===== config.mk =====
export PLATFORM = sky130hd
export DESIGN_NAME = cd_timer
export DESIGN_NICKNAME = d
export VERILOG_FILES = /design/src/rtl/cd_timer_pkg.sv /design/src/rtl/cd_timer_regs.sv /design/src/rtl/cd_timer_core.sv /design/src/rtl/cd_timer_irq.sv /design/src/rtl/cd_timer.sv
export SDC_FILE = /design/constraint.sdc
export NUM_CORES = 1
export LEC_CHECK = 0
export ABC_AREA = 1
export BUFFER_PORTS_ARGS = -buffer_cell sky130_fd_sc_hd__buf_2
export CORE_MARGIN = 5
export CORE_UTILIZATION = 47
export CTS_BUF_LIST = sky130_fd_sc_hd__clkbuf_4 sky130_fd_sc_hd__clkbuf_8
export DETAILED_ROUTE_END_ITERATION = 8
export PLACE_DENSITY_LB_ADDON = 0.12
export SETUP_SLACK_MARGIN = 0.1
export SKIP_CTS_REPAIR_TIMING = 1
export SYNTH_ARGS = -nofsm -noshare
export SYNTH_HDL_FRONTEND = slang
export SYNTH_SLANG_ARGS = --single-unit

===== constraint.sdc =====
create_clock -name clk_i -period 2.2 [get_ports clk_i]
set_input_delay 0.11 -clock clk_i [delete_from_list [all_inputs] [get_ports clk_i]]
set_output_delay 0.11 -clock clk_i [all_outputs]
set_load 0.005 [all_outputs]

===== src/rtl/cd_timer_pkg.sv =====
package cd_timer_pkg;
  localparam int DATA_W        = 32;
  localparam int ADDR_W        = 2;
  localparam int CTRL_EN_BIT   = 7;
  localparam int CTRL_PER_BIT  = 6;
  localparam int CTRL_FAST_BIT = 3;

  typedef enum logic [ADDR_W-1:0] {
    SEL_LOAD  = 2'd0,
    SEL_VALUE = 2'd1,
    SEL_CTRL  = 2'd2,
    SEL_CLR   = 2'd3
  } reg_sel_e;

  typedef struct packed {
    logic en;
    logic per;
    logic fast;
  } ctrl_t;
endpackage


===== src/rtl/cd_timer_regs.sv =====
module cd_timer_regs
  import cd_timer_pkg::*;
#(
  parameter int WIDTH = 32
) (
  input  logic              clk_i,
  input  logic              rst_ni,
  input  logic              wr_en_i,
  input  logic [ADDR_W-1:0] addr_i,
  input  logic [DATA_W-1:0] wdata_i,
  input  logic [WIDTH-1:0]  cnt_i,
  output ctrl_t             ctrl_o,
  output logic [WIDTH-1:0]  load_o,
  output logic              ld_wr_o,
  output logic              clr_wr_o,
  output logic [DATA_W-1:0] rdata_o
);
  reg_sel_e          sel;
  logic              ctrl_wr;
  logic [DATA_W-1:0] load_ext, cnt_ext;

  assign sel      = reg_sel_e'(addr_i);
  assign ld_wr_o  = wr_en_i && (sel == SEL_LOAD);
  assign ctrl_wr  = wr_en_i && (sel == SEL_CTRL);
  assign clr_wr_o = wr_en_i && (sel == SEL_CLR);

  always_ff @(posedge clk_i or negedge rst_ni) begin
    if (!rst_ni) begin
      load_o <= '0;
      ctrl_o <= '0;
    end else begin
      if (ld_wr_o) load_o <= wdata_i[WIDTH-1:0];
      if (ctrl_wr) begin
        ctrl_o.en   <= wdata_i[CTRL_EN_BIT];
        ctrl_o.per  <= wdata_i[CTRL_PER_BIT];
        ctrl_o.fast <= wdata_i[CTRL_FAST_BIT];
      end
    end
  end

  generate
    if (WIDTH == DATA_W) begin : g_full
      assign load_ext = load_o;
      assign cnt_ext  = cnt_i;
    end else begin : g_pad
      assign load_ext = {{(DATA_W-WIDTH){1'b0}}, load_o};
      assign cnt_ext  = {{(DATA_W-WIDTH){1'b0}}, cnt_i};
    end
  endgenerate

  always_comb begin
    rdata_o = '0;
    case (sel)
      SEL_LOAD:  rdata_o = load_ext;
      SEL_VALUE: rdata_o = cnt_ext;
      SEL_CTRL: begin
        rdata_o[CTRL_EN_BIT]   = ctrl_o.en;
        rdata_o[CTRL_PER_BIT]  = ctrl_o.per;
        rdata_o[CTRL_FAST_BIT] = ctrl_o.fast;
      end
      default:   rdata_o = '0;
    endcase
  end
endmodule


===== src/rtl/cd_timer_core.sv =====
module cd_timer_core
  import cd_timer_pkg::*;
#(
  parameter int WIDTH = 32
) (
  input  logic             clk_i,
  input  logic             rst_ni,
  input  ctrl_t            ctrl_i,
  input  logic             tick_slow_i,
  input  logic             tick_fast_i,
  input  logic             ld_wr_i,
  input  logic [WIDTH-1:0] ld_data_i,
  input  logic [WIDTH-1:0] load_i,
  output logic [WIDTH-1:0] cnt_o,
  output logic             uf_o
);
  logic tick, zero;

  assign tick = ctrl_i.en && (ctrl_i.fast ? tick_fast_i : tick_slow_i);
  assign zero = (cnt_o == '0);
  assign uf_o = tick && zero;

  always_ff @(posedge clk_i or negedge rst_ni) begin
    if (!rst_ni) begin
      cnt_o <= '0;
    end else if (ld_wr_i && !ctrl_i.en) begin
      cnt_o <= ld_data_i;  // preload while stopped
    end else if (tick) begin
      if (zero) cnt_o <= ctrl_i.per ? load_i : '1;
      else      cnt_o <= cnt_o - 1'b1;
    end
  end
endmodule


===== src/rtl/cd_timer_irq.sv =====
module cd_timer_irq (
  input  logic clk_i,
  input  logic rst_ni,
  input  logic uf_i,
  input  logic clr_i,
  output logic irq_o
);
  // set dominates clear
  always_ff @(posedge clk_i or negedge rst_ni) begin
    if (!rst_ni) irq_o <= 1'b0;
    else         irq_o <= uf_i || (irq_o && !clr_i);
  end
endmodule


===== src/rtl/cd_timer.sv =====
module cd_timer
  import cd_timer_pkg::*;
#(
  parameter int WIDTH = 32
) (
  input  logic              clk_i,
  input  logic              rst_ni,
  input  logic              tick_slow_i,
  input  logic              tick_fast_i,
  input  logic              wr_en_i,
  input  logic [ADDR_W-1:0] addr_i,
  input  logic [DATA_W-1:0] wdata_i,
  output logic [DATA_W-1:0] rdata_o,
  output logic              irq_o
);
  ctrl_t            ctrl;
  logic [WIDTH-1:0] load_q, cnt_q;
  logic             ld_wr, clr_wr, uf;

  cd_timer_regs #(.WIDTH(WIDTH)) u_regs (
    .clk_i, .rst_ni, .wr_en_i, .addr_i, .wdata_i,
    .cnt_i(cnt_q), .ctrl_o(ctrl), .load_o(load_q),
    .ld_wr_o(ld_wr), .clr_wr_o(clr_wr), .rdata_o
  );

  cd_timer_core #(.WIDTH(WIDTH)) u_core (
    .clk_i, .rst_ni, .ctrl_i(ctrl), .tick_slow_i, .tick_fast_i,
    .ld_wr_i(ld_wr), .ld_data_i(wdata_i[WIDTH-1:0]), .load_i(load_q),
    .cnt_o(cnt_q), .uf_o(uf)
  );

  cd_timer_irq u_irq (
    .clk_i, .rst_ni, .uf_i(uf), .clr_i(clr_wr), .irq_o
  );
endmodule


# [Word-level counts from Yosys, hierarchy flattened]
# Cells that the tools add are included.
[word_totals] out_inout_bits=33 wordCells=33 ff_bits=68 input_bits=39
[classes] add_sub_neg=1 muxes=10 reduce_logical=13 eq_ne=3
[ops] op="32-bit 2-to-1 mux" count=4
[ops] op="24-bit one-hot mux with 2 select lines" count=1
[ops] op="32-bit logical NOT" count=1
[ops] op="32-bit by 1-bit subtractor with 32-bit output, second input constant" count=1
[ops] op="1-bit logical AND" count=7
[ops] op="2-bit one-hot mux with 3 select lines" count=1
[ops] op="3-bit one-hot mux with 2 select lines" count=1
[ops] op="2-bit == test, second input constant" count=2
[ops] op="2-bit one-hot mux with 2 select lines" count=1
[ops] op="1-bit one-hot mux with 3 select lines" count=1
[ops] op="2-bit by 1-bit == test with 1-bit output, second input constant" count=1
[ops] op="1-bit logical NOT" count=2
[ops] op="2-bit logical NOT" count=1
[ops] op="2-bit nonzero test" count=1
[ops] op="1-bit logical OR" count=1
[ops] op="1-bit 2-to-1 mux" count=1

# [Longest topological paths before layout]
[logic_depth] word_depth=5 depth_mapped=12 ltp_nobuf=12

# [By module]
# A second synthesis with hierarchy kept.
[unflattened] hier_cells=825 hier_area_um2=5258.8
[by_module_without_submodules] module="cd_timer_core" area_per_inst_um2=3254.4 cells_per_inst=552 instances=1
[by_module_without_submodules] module="cd_timer_regs" area_per_inst_um2=1964.4 cells_per_inst=268 instances=1
[by_module_without_submodules] module="cd_timer_irq" area_per_inst_um2=40.0 cells_per_inst=5 instances=1

# [Worst setup path after synthesis]
# Ideal clock, no wire load.
[synth_timing] path_kind="reg2reg" from="register u_core.cnt_o[0]" to="register u_core.cnt_o[30]" required_ns=2.084 setup_slack_ns=0.623 arrival_ns=1.461 synth_period_minus_slack_ns=1.577 stages_incl_launch_ff=12 cell_sequence="dfrtp_1 inv_1 ha_1 nand2_2 nor2_2 nand2_1 o21ai_1 nand2_1 nand2_1 nand2_1 nand2_1 nand2_1"
[synth_between] elab_chain_cells=4 elab_cells_between_ends=5
[synth_rtl] item="start, declared" line="cd_timer_core.sv:14" source="output logic [WIDTH-1:0] cnt_o,"
[synth_rtl] item="start signal, assigned" line="cd_timer_core.sv:27" source="cnt_o <= ld_data_i;"
[synth_rtl] item="start signal, assigned" line="cd_timer_core.sv:29" source="if (zero) cnt_o <= ctrl_i.per ? load_i : '1;"
[synth_rtl] item="start signal, assigned" line="cd_timer_core.sv:30" source="else cnt_o <= cnt_o - 1'b1;"
[synth_rtl] item="32-bit by 1-bit subtractor with 32-bit output / 32-bit logical NOT (equally long branches)" line="cd_timer_core.sv:30, cd_timer_core.sv:20"
[synth_rtl] item="32-bit 2-to-1 mux (*)" line="cd_timer_core.sv:29"
[synth_rtl] item="32-bit 2-to-1 mux (*)" line="cd_timer_core.sv:28" source="end else if (tick) begin"
[synth_rtl] item="32-bit 2-to-1 mux (*)" line="cd_timer_core.sv:26" source="end else if (ld_wr_i && !ctrl_i.en) begin"
# Mark *: on every way between the ends. The rest lies on a longest branch, timed or not. The select of a mux whose other input is x is not followed.
# A chain may end at the register's enable or synchronous reset.

# [Final worst setup path]
[layout_timing] from="register u_regs.ctrl_o[0] (netlist bit)" to="register u_core.cnt_o[2]"
[layout_between] elab_chain_cells=3
[layout_rtl] item="start, declared" line="cd_timer_regs.sv:12" source="output ctrl_t ctrl_o,"
[layout_rtl] item="1-bit 2-to-1 mux" line="cd_timer_core.sv:19" source="assign tick = ctrl_i.en && (ctrl_i.fast ? tick_fast_i : tick_slow_i);"
[layout_rtl] item="1-bit logical AND" line="cd_timer_core.sv:19"
[layout_rtl] item="2-bit nonzero test (no source line)"
# No other way between the ends.

==> results.py <==
metrics = {
    "power_and_ir_drop": {
        "p_comb_share_pct": 46.9,
        "power_frac_seq_pct": 34.5,
        "p_sw_w": 0.00267,
        "p_per_area_mw_per_mm2": 1030,
        "peakVddDrop_uv": 593,
        "total_leakage_power_nw": 2.91,
        "p_int_w": 0.00316,
        "swShare_pct": 45.8,
        "p_clk_share_pct": 18.6,
    },
    "worst_setup_path": {
        "worstPathMaxFanout": 10,
        "required_ps": 2450,
        "critPathCaptureType": "flop",
        "cp-start-kind": "flop",
        "crit_arrival_ps": 2190,
        "crit_type": "reg2reg",
    },
    "sta": {
        "finalCritPeriodShare_pct": 88.3,
        "setup_viol": 0,
        "slew_viol_final": 0,
        "holdWs_ps": -26.7,
        "period_needed_ps": 1940,
        "fin_skew_ps": 8.25,
        "max_freq_mhz": 515,
        "fin_tns_setup_ps": 0,
        "rsz0062_at_grt": "false",
        "finalHoldViolCount": 11,
        "worst_pin_slew_ps": 562,
        "slew_headroom_pct": 62.6,
    },
    "yosys": {
        "syn_nets": 762,
        "yosys.area.top_type": "dfrtp_1",
        "syn_inst": 721,
        "synthXorXnorAreaFrac_pct": 1.87,
        "synthSimpleGateAreaFrac_pct": 36.2,
        "netlist_top_cells_count": "nand2_1, inv_1, nor2_1, dfrtp_1, nand3_1",
        "async_reset_ff_share_pct": 100,
        "syn_area_sq_mm": 0.00470,
        "yosysSeqAreaShare_pct": 36.2,
        "ys_top_cells_by_area": "dfrtp_1, nand2_1, inv_1, nand3_1, o21ai_0",
        "synth_edf_count": 0,
        "yosys_warnings": 0,
        "synth_compound_area_share_pct": 14.4,
        "synth_cell_types": 32,
        "synth_ff_type": "dfrtp_1",
        "synth-seq-cells": 68,
        "synth_top_family_by_area": "simple AND/OR/NAND/NOR gates",
        "synthMuxAreaShare_pct": 0,
        "synth-adder-area-share_pct": 0.533,
        "yosysTopAreaCellShare_pct": 36.2,
        "synth_area_per_cell_sq_um": 6.51,
        "yosysMostFrequentCell": "nand2_1",
    },
    "die": {
        "row_count": 36,
        "die_w_um": 110,
        "die_area_sq_mm": 0.0121,
        "start_util_pct": 48.0,
        "coreArea_sq_mm": 0.00977,
        "dieHeight_um": 110,
        "pin_count": 72,
    },
    "global_route": {
        "grt_pass1_wl_mm": 25.2,
        "met1_usage_pct": 35.5,
        "grt_antenna_before_repair": 0,
        "grt_overflow": 0,
        "grt.total_usage_pct": 27.6,
        "grt_max_degree": 53,
        "busiest_layer": "met2",
        "use_met3_pct": 4.99,
        "grt_pass1_vias": 5010,
        "use_met2_pct": 46.1,
    },
    "run_status": {
        "status": "complete, but fails checks",
        "violations": "negative hold slack",
    },
    "drt": {
        "wl_mm": 16.1,
        "ant_nets": 0,
        "drt_iter0_drc": 359,
        "drt-pass1-iter-count": 5,
        "remaining_drc_errors": 0,
        "vias": 5104,
        "wire_per_inst_um": 16.9,
        "via_per_inst": 5.36,
    },
    "cts": {
        "cts_buffers": 9,
        "clkSinkCount": 68,
        "cts_root_buffer": "clkbuf_8",
        "cts_buffer_depth": 2,
        "path_clk_slew_ps": 80,
        "ctsHtreeMaxLevel": 3,
        "clkLatencyLatePin_ps": 360,
        "cts_tree": "done",
    },
    "placement": {
        "globalplace.congestion": 0.949,
        "io_buffers": 71,
        "place_inst": 920,
        "hpwl_mm": 11.8,
    },
    "finish": {
        "diodes": 0,
        "final_nets": 856,
        "fin_cells": 953,
        "syn_to_final_growth_pct": 19.9,
        "drive_above_1_share_pct": 16.7,
        "final_util_pct": 57.6,
    },
    "min_path": {
        "hold_class": "in2reg",
    },
    "job": {
        "drv_cap": 0,
    },
}
path summary, 6_finish.rpt:
kind | slack, ps | end | depth (start not counted) | from
worst min register to register | 510 | u_regs.load_o[24]$_DFFE_PN0P_ | 2 | u_regs.load_o[24]$_DFFE_PN0P_
worst min-delay path | -30 | u_regs.load_o[30]$_DFFE_PN0P_ | 3 | wdata_i[30]
worst max-delay path | 260 | u_core.cnt_o[2]$_DFFE_PN0P_ | 7 | u_regs.ctrl_o[0]$_DFFE_PN0P_
min in group asynchronous | 320 | u_regs.load_o[23]$_DFFE_PN0P_ | 3 | rst_ni
worst max register to register | 260 | u_core.cnt_o[2]$_DFFE_PN0P_ | 7 | u_regs.ctrl_o[0]$_DFFE_PN0P_
max in group asynchronous | 1450 | u_regs.ctrl_o[1]$_DFFE_PN0P_ | 3 | rst_ni
registers in the layout (all words and copies together) (netlist names):
name,cells
u_core.cnt_o,32
u_regs.load_o,32
u_regs.ctrl_o,3
u_irq.irq_o,1
routing by layer:
layer	wire length, um	vias up
met2	7680	197
met3	1010	37
li1	-	2495
met1	6940	2375
met4	438	0
met5	0	-
worst max-delay path, stage by stage, from the launching register on:
cell      delay [ps]
dfrtp_1          410
inv_1             60
nor2_1            30
or3_1            560
nand2_4          270
buf_4            240
o21ai_0          110
o21bai_1         160
area by class of cell:
cell class	count	area, sq um
Clock inverter	2	15.0
Sequential cell	68	1700
Inverter	96	360
Fill cell	999	4140
Timing Repair Buffer	109	696
Clock buffer	14	193
Tap cell	133	166
Multi-Input combinational cell	531	2500
cell usage in the layout, fill, tap and decap left out, types with 2 or more instances in the layout:
cell	netlist	layout
nor2_4	2	3
nand4_1	8	8
buf_2	5	71
nand3_1	60	60
clkbuf_8	0	14
o21ai_1	7	7
o21bai_1	4	4
nand2_2	2	2
nand2_4	2	2
o21ai_0	58	58
o211ai_1	3	3
dfrtp_1	68	68
nor2_2	11	11
a21oi_1	19	19
clkinvlp_4	0	2
inv_2	7	7
nand2_1	228	228
nor2_1	77	76
o22ai_1	30	30
xor2_1	10	10
buf_4	1	20
nor2_8	2	2
dlygate4sd3_1	0	17
inv_1	88	88
cells by family (layout without fill, tap and decap cells):
kind of cell	count (synthesis)	after routing
AO/OA/AOI/OAI	123	123
XOR/XNOR	10	10
adder cells (fa/ha/maj)	2	2
buffers and inverters	122	221
flip-flops	68	68
AND/OR/NAND/NOR	396	396
power groups by stage:
stage	logic (W)	registers (W)	clock network (W)
floorplan	0.00180	0.00193	0
global placement	0.00267	0.00203	0
detailed placement	0.00268	0.00203	0
CTS	0.00270	0.00201	0.00110
global route	0.00310	0.00206	0.00115
finish	0.00273	0.00201	0.00108
per-stage QoR:
stage	instance area, sq um	setup slack [ps]	total power, W	hold slack, ps
final	5630	256	0.00583	-26.7
after global routing	5630	101	0.00631	2.03
after floorplan	4700	623	0.00373	-186
after detailed placement	5240	206	0.00471	182
after global placement	5240	224	0.00469	166
after CTS	5450	194	0.00581	-204
Power figures use the tool's default switching activity.
